## src/rtl/sp_bank_pkg.sv

```systemverilog
package sp_bank_pkg;
  typedef enum logic {
    OPC_ARITH = 1'b0,
    OPC_LOGIC = 1'b1
  } opc_e;

  function automatic logic is_arith(input logic cls);
    return opc_e'(cls) == OPC_ARITH;
  endfunction
endpackage

```

## src/rtl/sp_isr_ctrl.sv

```systemverilog
module sp_isr_ctrl (
  input  logic clk,
  input  logic rst,
  input  logic irq_enter_i,
  input  logic irq_return_i,
  input  logic mode_load_i,
  input  logic mode_rv_i,
  output logic isr_o,
  output logic nest_err_o,
  output logic rv_mode_o
);
  logic isr_q, nest_q, rv_q;

  always_ff @(posedge clk) begin
    if (rst) begin
      isr_q  <= 1'b0;
      nest_q <= 1'b0;
      rv_q   <= 1'b0;
    end else begin
      nest_q <= isr_q & irq_enter_i;
      if (isr_q) begin
        if (irq_return_i) isr_q <= 1'b0;
      end else if (irq_enter_i) begin
        isr_q <= 1'b1;
      end
      if (mode_load_i) rv_q <= mode_rv_i;
    end
  end

  assign isr_o      = isr_q;
  assign nest_err_o = nest_q;
  assign rv_mode_o  = rv_q;
endmodule

```

## src/rtl/sp_write_path.sv

```systemverilog
module sp_write_path
  import sp_bank_pkg::*;
#(
  parameter int XLEN     = 64,
  parameter int ISP_W    = 48,
  parameter int FLAG_W   = 5,
  parameter int FLAG_LSB = 0
) (
  input  logic [XLEN-1:0]   usp_q_i,
  input  logic [ISP_W-1:0]  isp_q_i,
  input  logic              isr_i,
  input  logic              rv_i,
  input  logic              sp_wr_i,
  input  logic              wr_cls_i,
  input  logic [XLEN-1:0]   wr_data_i,
  input  logic              flg_en_i,
  input  logic [FLAG_W-1:0] flg_bits_i,
  output logic [XLEN-1:0]   usp_d_o,
  output logic [ISP_W-1:0]  isp_d_o
);
  localparam int STAT_W = XLEN - ISP_W;

  logic user_wr, take_hi, flag_ok;

  assign user_wr = sp_wr_i & ~isr_i;
  assign take_hi = user_wr & ~(rv_i & is_arith(wr_cls_i));
  assign flag_ok = flg_en_i & ~isr_i & ~sp_wr_i;

  assign usp_d_o[ISP_W-1:0] = user_wr ? wr_data_i[ISP_W-1:0] : usp_q_i[ISP_W-1:0];

  for (genvar b = 0; b < STAT_W; b++) begin : g_stat
    logic fl;
    if ((b >= FLAG_LSB) && (b < FLAG_LSB + FLAG_W)) begin : g_flag
      assign fl = flg_bits_i[b-FLAG_LSB];
    end else begin : g_plain
      assign fl = 1'b0;
    end
    assign usp_d_o[ISP_W+b] = take_hi ? wr_data_i[ISP_W+b]
                                      : (usp_q_i[ISP_W+b] | (flag_ok & fl));
  end

  assign isp_d_o = (sp_wr_i & isr_i) ? wr_data_i[ISP_W-1:0] : isp_q_i;
endmodule

```

## src/rtl/sp_read_path.sv

```systemverilog
module sp_read_path
  import sp_bank_pkg::*;
#(
  parameter int XLEN  = 64,
  parameter int ISP_W = 48
) (
  input  logic             clk,
  input  logic             rst,
  input  logic             hit_i,
  input  logic             rd_cls_i,
  input  logic             isr_i,
  input  logic             rv_i,
  input  logic [XLEN-1:0]  usp_i,
  input  logic [ISP_W-1:0] isp_i,
  output logic [XLEN-1:0]  rd_data_o
);
  localparam int STAT_W = XLEN - ISP_W;

  logic [XLEN-1:0] rd_q;

  always_ff @(posedge clk) begin
    if (rst) begin
      rd_q <= '0;
    end else if (!hit_i) begin
      rd_q <= '0;
    end else if (isr_i) begin
      rd_q <= {{STAT_W{1'b0}}, isp_i};
    end else if (rv_i && is_arith(rd_cls_i)) begin
      rd_q <= {{STAT_W{1'b0}}, usp_i[ISP_W-1:0]};
    end else begin
      rd_q <= usp_i;
    end
  end

  assign rd_data_o = rd_q;
endmodule

```

## src/rtl/sp_bank_unit.sv

```systemverilog
module sp_bank_unit #(
  parameter int XLEN     = 64,
  parameter int ISP_W    = 48,
  parameter int IDX_W    = 6,
  parameter int SP_IDX   = 15,
  parameter int FLAG_W   = 5,
  parameter int FLAG_LSB = 0,
  parameter int FTZ_BIT  = 8,
  parameter int DAZ_BIT  = 9
) (
  input  logic                   clk,
  input  logic                   rst,
  input  logic                   mode_load_i,
  input  logic                   mode_rv_i,
  input  logic                   rd_en_i,
  input  logic [IDX_W-1:0]       rd_idx_i,
  input  logic                   rd_cls_i,
  output logic [XLEN-1:0]        rd_data_o,
  input  logic                   wr_en_i,
  input  logic [IDX_W-1:0]       wr_idx_i,
  input  logic                   wr_cls_i,
  input  logic [XLEN-1:0]        wr_data_i,
  input  logic                   flg_en_i,
  input  logic [FLAG_W-1:0]      flg_bits_i,
  input  logic                   irq_enter_i,
  input  logic                   irq_return_i,
  output logic                   isr_o,
  output logic                   nest_err_o,
  output logic [XLEN-ISP_W-1:0]  fpsr_o,
  output logic [1:0]             fpu_mode_o
);
  localparam logic [IDX_W-1:0] SP_SEL = IDX_W'(SP_IDX);

  logic [XLEN-1:0]  usp_q, usp_d;
  logic [ISP_W-1:0] isp_q, isp_d;
  logic             isr, rv_mode;
  logic             sp_wr, sp_rd;

  assign sp_wr = wr_en_i & (wr_idx_i == SP_SEL);
  assign sp_rd = rd_en_i & (rd_idx_i == SP_SEL);

  sp_isr_ctrl u_ctl (
    .clk          (clk),
    .rst          (rst),
    .irq_enter_i  (irq_enter_i),
    .irq_return_i (irq_return_i),
    .mode_load_i  (mode_load_i),
    .mode_rv_i    (mode_rv_i),
    .isr_o        (isr),
    .nest_err_o   (nest_err_o),
    .rv_mode_o    (rv_mode)
  );

  sp_write_path #(
    .XLEN(XLEN), .ISP_W(ISP_W), .FLAG_W(FLAG_W), .FLAG_LSB(FLAG_LSB)
  ) u_wr (
    .usp_q_i    (usp_q),
    .isp_q_i    (isp_q),
    .isr_i      (isr),
    .rv_i       (rv_mode),
    .sp_wr_i    (sp_wr),
    .wr_cls_i   (wr_cls_i),
    .wr_data_i  (wr_data_i),
    .flg_en_i   (flg_en_i),
    .flg_bits_i (flg_bits_i),
    .usp_d_o    (usp_d),
    .isp_d_o    (isp_d)
  );

  sp_read_path #(
    .XLEN(XLEN), .ISP_W(ISP_W)
  ) u_rd (
    .clk       (clk),
    .rst       (rst),
    .hit_i     (sp_rd),
    .rd_cls_i  (rd_cls_i),
    .isr_i     (isr),
    .rv_i      (rv_mode),
    .usp_i     (usp_q),
    .isp_i     (isp_q),
    .rd_data_o (rd_data_o)
  );

  always_ff @(posedge clk) begin
    if (rst) begin
      usp_q <= '0;
      isp_q <= '0;
    end else begin
      usp_q <= usp_d;
      isp_q <= isp_d;
    end
  end

  assign isr_o      = isr;
  assign fpsr_o     = usp_q[XLEN-1:ISP_W];
  assign fpu_mode_o = isr ? 2'b11 : {usp_q[ISP_W+DAZ_BIT], usp_q[ISP_W+FTZ_BIT]};
endmodule

```

## config.mk

```make
export PLATFORM = sky130hd
export DESIGN_NAME = sp_bank_unit
export DESIGN_NICKNAME = d
export VERILOG_FILES = /design/src/rtl/sp_bank_pkg.sv /design/src/rtl/sp_isr_ctrl.sv /design/src/rtl/sp_write_path.sv /design/src/rtl/sp_read_path.sv /design/src/rtl/sp_bank_unit.sv
export SDC_FILE = /design/constraint.sdc
export NUM_CORES = 1
export LEC_CHECK = 0
export ABC_AREA = 1
export BUFFER_PORTS_ARGS = -buffer_cell sky130_fd_sc_hd__buf_2
export CORE_MARGIN = 10
export CORE_UTILIZATION = 57
export CTS_CLUSTER_DIAMETER = 150
export DETAILED_ROUTE_END_ITERATION = 10
export PLACE_DENSITY = 0.85
export SLEW_MARGIN = 40
export SYNTH_ARGS = -nofsm -noshare
export SYNTH_HDL_FRONTEND = slang
export SYNTH_HIERARCHICAL = 1
export SYNTH_SLANG_ARGS = --single-unit
```

## constraint.sdc

```tcl
create_clock -name clk -period 4.1 [get_ports clk]
set_input_delay 0.205 -clock clk [delete_from_list [all_inputs] [get_ports clk]]
set_output_delay 0.205 -clock clk [all_outputs]
set_load 0.01 [all_outputs]
```

* Word level (Yosys, flattened, before mapping)
Index checks and enable logic that the tools add are counted.
Storage, ports and cells: bits in registers 179, output and inout bits 84, logic and storage cells 49
Cells by class: equality and inequality tests 2, mux-type cells 10, bitwise gates (word level) 25, reductions and logical operators 3
Operator list (count):
- two-way mux 48 bit | 1
- AND 1 bit | 14
- == test 6 x 4 -> 1 bit (second input constant) | 2
- two-way mux 1 bit | 8
- inverter 1 bit | 6
- bitwise OR 1 bit | 5
- OR reduction 4 bit | 1
- two-way mux 2 bit | 1
- OR reduction 2 bit | 1
- logical AND 1 bit | 1

* Longest topological paths before layout
depth after elaboration 7, depth in mapped cells 11, mapped depth without buffers 11

* Cells and area by module
The synthesis kept the hierarchy.
Modules (own cells, without submodules):
- sp_bank_unit | times used 1, cells an instance 380, area an instance 3382.0 um2
- sp_read_path | times used 1, cells an instance 263, area an instance 2180.8 um2
- sp_write_path | times used 1, cells an instance 333, area an instance 1453.9 um2
- sp_isr_ctrl | times used 1, cells an instance 14, area an instance 103.8 um2

* Worst setup path before layout
No wires, ideal clock.
path type reg2reg, start point reg u_ctl.isr_q, in the netlist u_ctl/isr_o, end point reg usp_q[10], library setup time 0.064 ns, arrival time 1.296 ns, required time 4.036 ns, path slack 2.741 ns, stages on the path, launching flop included 9, buffers on the path 2, period minus slack after synthesis 1.359 ns, path through dfxtp_1 > inv_1 > nand2_1 > buf_4 > buf_6 > nand2_1 > o21ai_0 > inv_1 > nor2_1
Between the ends: cells in the longest elaborated chain, start to end 2
RTL lines:
- from (decl) | line sp_isr_ctrl.sv:12 | logic isr_q, nest_q, rv_q;
- from (signal assigned) | line sp_isr_ctrl.sv:16 | isr_q <= 1'b0;
- from (signal assigned) | line sp_isr_ctrl.sv:22 | if (irq_return_i) isr_q <= 1'b0;
- from (signal assigned) | line sp_isr_ctrl.sv:24 | isr_q <= 1'b1;
- inverter 1 bit | line sp_write_path.sv:25 | assign user_wr = sp_wr_i & ~isr_i;
- AND 1 bit | line sp_write_path.sv:25
- to (signal assigned) | line sp_bank_unit.sv:89 | usp_q <= usp_d;
- to (decl) | line sp_bank_unit.sv:34 | logic [XLEN-1:0] usp_q, usp_d;
No other way between the ends. A chain may end at the register's enable or synchronous reset.

* Final worst setup path
start point reg u_ctl.isr_q, in the netlist u_ctl/isr_o, end point reg isp_q[42]
Between the ends: cells in the longest elaborated chain, start to end 1
RTL lines:
- AND 1 bit | line sp_write_path.sv:42 | assign isp_d_o = (sp_wr_i & isr_i) ? wr_data_i[ISP_W-1:0] : isp_q_i;
- to (signal assigned) | line sp_bank_unit.sv:90 | isp_q <= isp_d;
- to (decl) | line sp_bank_unit.sv:35 | logic [ISP_W-1:0] isp_q, isp_d;
No other way between the ends.

==> metrics.json <==
{
  "hold_viol": 0,
  "critical_path.startpoint_type": "flop",
  "synth_sequential_area_ratio_pct": 50.3,
  "worstPathMaxFanout": 96,
  "postSynthRegisterBits": 179,
  "route.detailed.wl_per_inst_um": 12.8,
  "totalWireLength_mm": 16.7,
  "fin_skew_ps": 5.71,
  "status": "finished clean",
  "nFillCells": 970,
  "global_route_wire_length_before_repair_mm": 27.5,
  "cp-end-kind": "flop",
  "regToRegEndpoint": "isp_q[42]$_SDFF_PP0_",
  "syn_area_per_cell_um2": 7.19,
  "grt_max_degree": 97,
  "tritoncts": "built",
  "post_synth_xor_area_fraction_pct": 0,
  "fraction_of_the_mapped_netlist_area_in_compound_gates_pct": 10.8,
  "worst-setup-path-type": "reg -> reg",
  "grt_setup_unrepaired": "no",
  "setup_viol": 0,
  "crit_arrival_ps": 2330,
  "irDropWorstVdd_mv": 0.273,
  "overflow_after_grt": 0,
  "synthesis.nets": 1082,
  "final.period_utilization_pct": 49.7,
  "worst-r2r-setup-slack_ps": 2060,
  "numCtsBuffers": 17,
  "ioPinCount": 176,
  "htreeDepth": 4,
  "cp-endpoint": "isp_q[42]$_SDFF_PP0_",
  "required_ps": 4390,
  "route.detailed.drc": 0,
  "layout-area-overhead-vs-synth_pct": 18.8,
  "placeableCoreArea_mm2": 0.0121,
  "count_of_unique_library_cells_instantiated_by_yosys": 17,
  "drtIter0Drc": 575,
  "postLayoutCoreUtil_pct": 69.9,
  "slew_headroom_pct": 51.7,
  "setup_tns_ps": 0,
  "critical_path.reg2reg.startpoint": "u_ctl/isr_o$_SDFF_PP0_",
  "yosys_warnings": 6,
  "synth_simple_gate_area_share_pct": 21.8,
  "initial_standard_cell_utilization_of_the_core_pct": 58.8,
  "cellLeakagePower_nw": 3.73,
  "cts_repair_resize_count": 0,
  "syn_area_mm2": 0.00712,
  "detailedPlacementHpwl_mm": 10.3,
  "initial_antenna_violation_count": 3,
  "floorplan.die_area_mm2": 0.0174,
  "postRouteAntennaNets": 0,
  "r2r_cells": 6,
  "max_freq_mhz": 491,
  "startpoint": "u_ctl/isr_o$_SDFF_PP0_",
  "post_synth_inst_count": 990,
  "period_minus_slack_ps": 2040,
  "die_width_um": 132,
  "post_route_cells_drive_above_1_share_pct": 20.2,
  "placementRows": 40,
  "clkTransAtPathRegs_ps": 60,
  "number_of_global_route_vias_before_repair": 5820,
  "synth_top_family_by_area": "simple AND/OR/NAND/NOR gates",
  "worstMarginPinSlew_ps": 725,
  "worstSkewPairLatency_ps": 420,
  "hp_class": "in -> reg",
  "ctsHoldBuffers": 2,
  "detailroute.via_count": 6032,
  "cts_root_buf": "clkbuf_16",
  "track_usage_pct": 18.9,
  "chipHeight_um": 132,
  "synth_fa_ha_area_share_pct": 0,
  "final_count_of_pins_violating_max_slew": 0,
  "clock-sinks": 179,
  "drt_pass1_iterations": 5,
  "cts_max_path_buffers": 2,
  "powerDensity_mw_per_mm2": 436,
  "top_library_cells_by_usage_in_the_layout_fill_and_taps_aside": "nand2_1, inv_1, dfxtp_1",
  "nets": 1215,
  "synth_mux_area_share_pct": 0,
  "cap_viol_max_count": 0,
  "gpl.final_weighted_congestion": 0.799,
  "viasPerCell": 4.62,
  "port_buffers": 175,
  "number_of_buffers_inserted_to_repair_setup_after_cts": 0,
  "most_common_cell_after_layout_fill_and_taps_aside": "nand2_1"
}
## layer usage
layer	global-route usage, %	vias up	share of wire, %
met5	0	-	0
met4	7.11	0	1.8
met3	7.13	27	8.0
met2	31.7	176	48
met1	21.3	2669	42
li1	-	3160	-
## flip-flops by register name (all words and copies together), names as in the netlist
signal	cells
u_rd/rd_data_o	64
usp_q	64
isp_q	48
u_ctl/isr_o	1
u_ctl/nest_err_o	1
u_ctl/rv_mode_o	1
## synth_stat cells
cell | number | area (um^2)
buf_2 | 9 | 45.0
inv_1 | 191 | 717
or2_2 | 2 | 12.5
nor2_1 | 137 | 514
clkbuf_1 | 13 | 48.8
buf_6 | 17 | 191
o21ai_1 | 2 | 10.0
a21oi_1 | 38 | 190
nand2_1 | 257 | 965
o21ai_0 | 96 | 480
inv_2 | 3 | 11.3
nand3_1 | 6 | 30.0
nand3_2 | 2 | 20.0
buf_4 | 27 | 203
a21oi_2 | 10 | 87.6
nor2_4 | 1 | 11.3
dfxtp_1 | 179 | 3580
## logic make-up (layout without fill, tap and decap cells)
family | count (synthesis) | count (layout)
other cells | 0 | 2
flops | 179 | 179
simple gates | 405 | 405
buf+inv | 260 | 406
compound gates | 146 | 146
## power by group
part / switching (mW) / internal, mW / total (mW)
sequential: 0.00468 / 1.75 / 1.75
combinational: 0.0983 / 0.0561 / 0.154
clock: 0.642 / 1.15 / 1.79
total: 0.745 / 2.95 / 3.69
## worst max-delay path: stages, from the launching register on
cell     delay [ps]
dfxtp_2         330
buf_4           580
nand2_8         500
nand2_1         200
o21ai_0         120
inv_1           100
nor2_1           40
## per-stage QoR
| step | cells | total power, mW | instance area [um^2] | setup slack (ps) | hold WS (ps) |
|---|---|---|---|---|---|
| global route | 1305 | 3.81 | 8460 | 1870 | 49.0 |
| finish | 1306 | 3.69 | 8460 | 2060 | 26.7 |
| CTS | 1304 | 3.72 | 8440 | 1840 | 1.04 |
| floorplan | 990 | 1.89 | 7120 | 2740 | 277 |
| global placement | 1270 | 1.94 | 7750 | 1850 | 429 |
| detailed placement | 1270 | 1.94 | 7760 | 1770 | 434 |
## area by class of cell
cell class              instances  area, um^2  area share, %
flip-flops and latches        179        3580           42.4
clock buffers                  23         488           5.77
inverters                     194         733           8.67
diodes                          2        5.00         0.0592
clock inverters                 9         174           2.06
multi-input cells             551        2340           27.7
repair buffers                180         921           10.9
well taps                     168         210           2.48
## worst min path at each step
| stage | start | to | cells past startpoint |
|---|---|---|---|
| after floorplan | rst | u_ctl/nest_err_o$_SDFF_PP0_ | 1 |
| after global placement | usp_q[63]$_SDFF_PP0_ | u_rd/rd_data_o[63]$_SDFF_PP0_ | 2 |
| after detailed placement | usp_q[50]$_SDFF_PP0_ | u_rd/rd_data_o[50]$_SDFF_PP0_ | 2 |
| after CTS | irq_return_i | u_ctl/isr_o$_SDFF_PP0_ | 4 |
| after global routing | irq_return_i | u_ctl/isr_o$_SDFF_PP0_ | 4 |
| final | irq_return_i | u_ctl/isr_o$_SDFF_PP0_ | 4 |
Note: power is estimated with default switching activity, not from simulation.
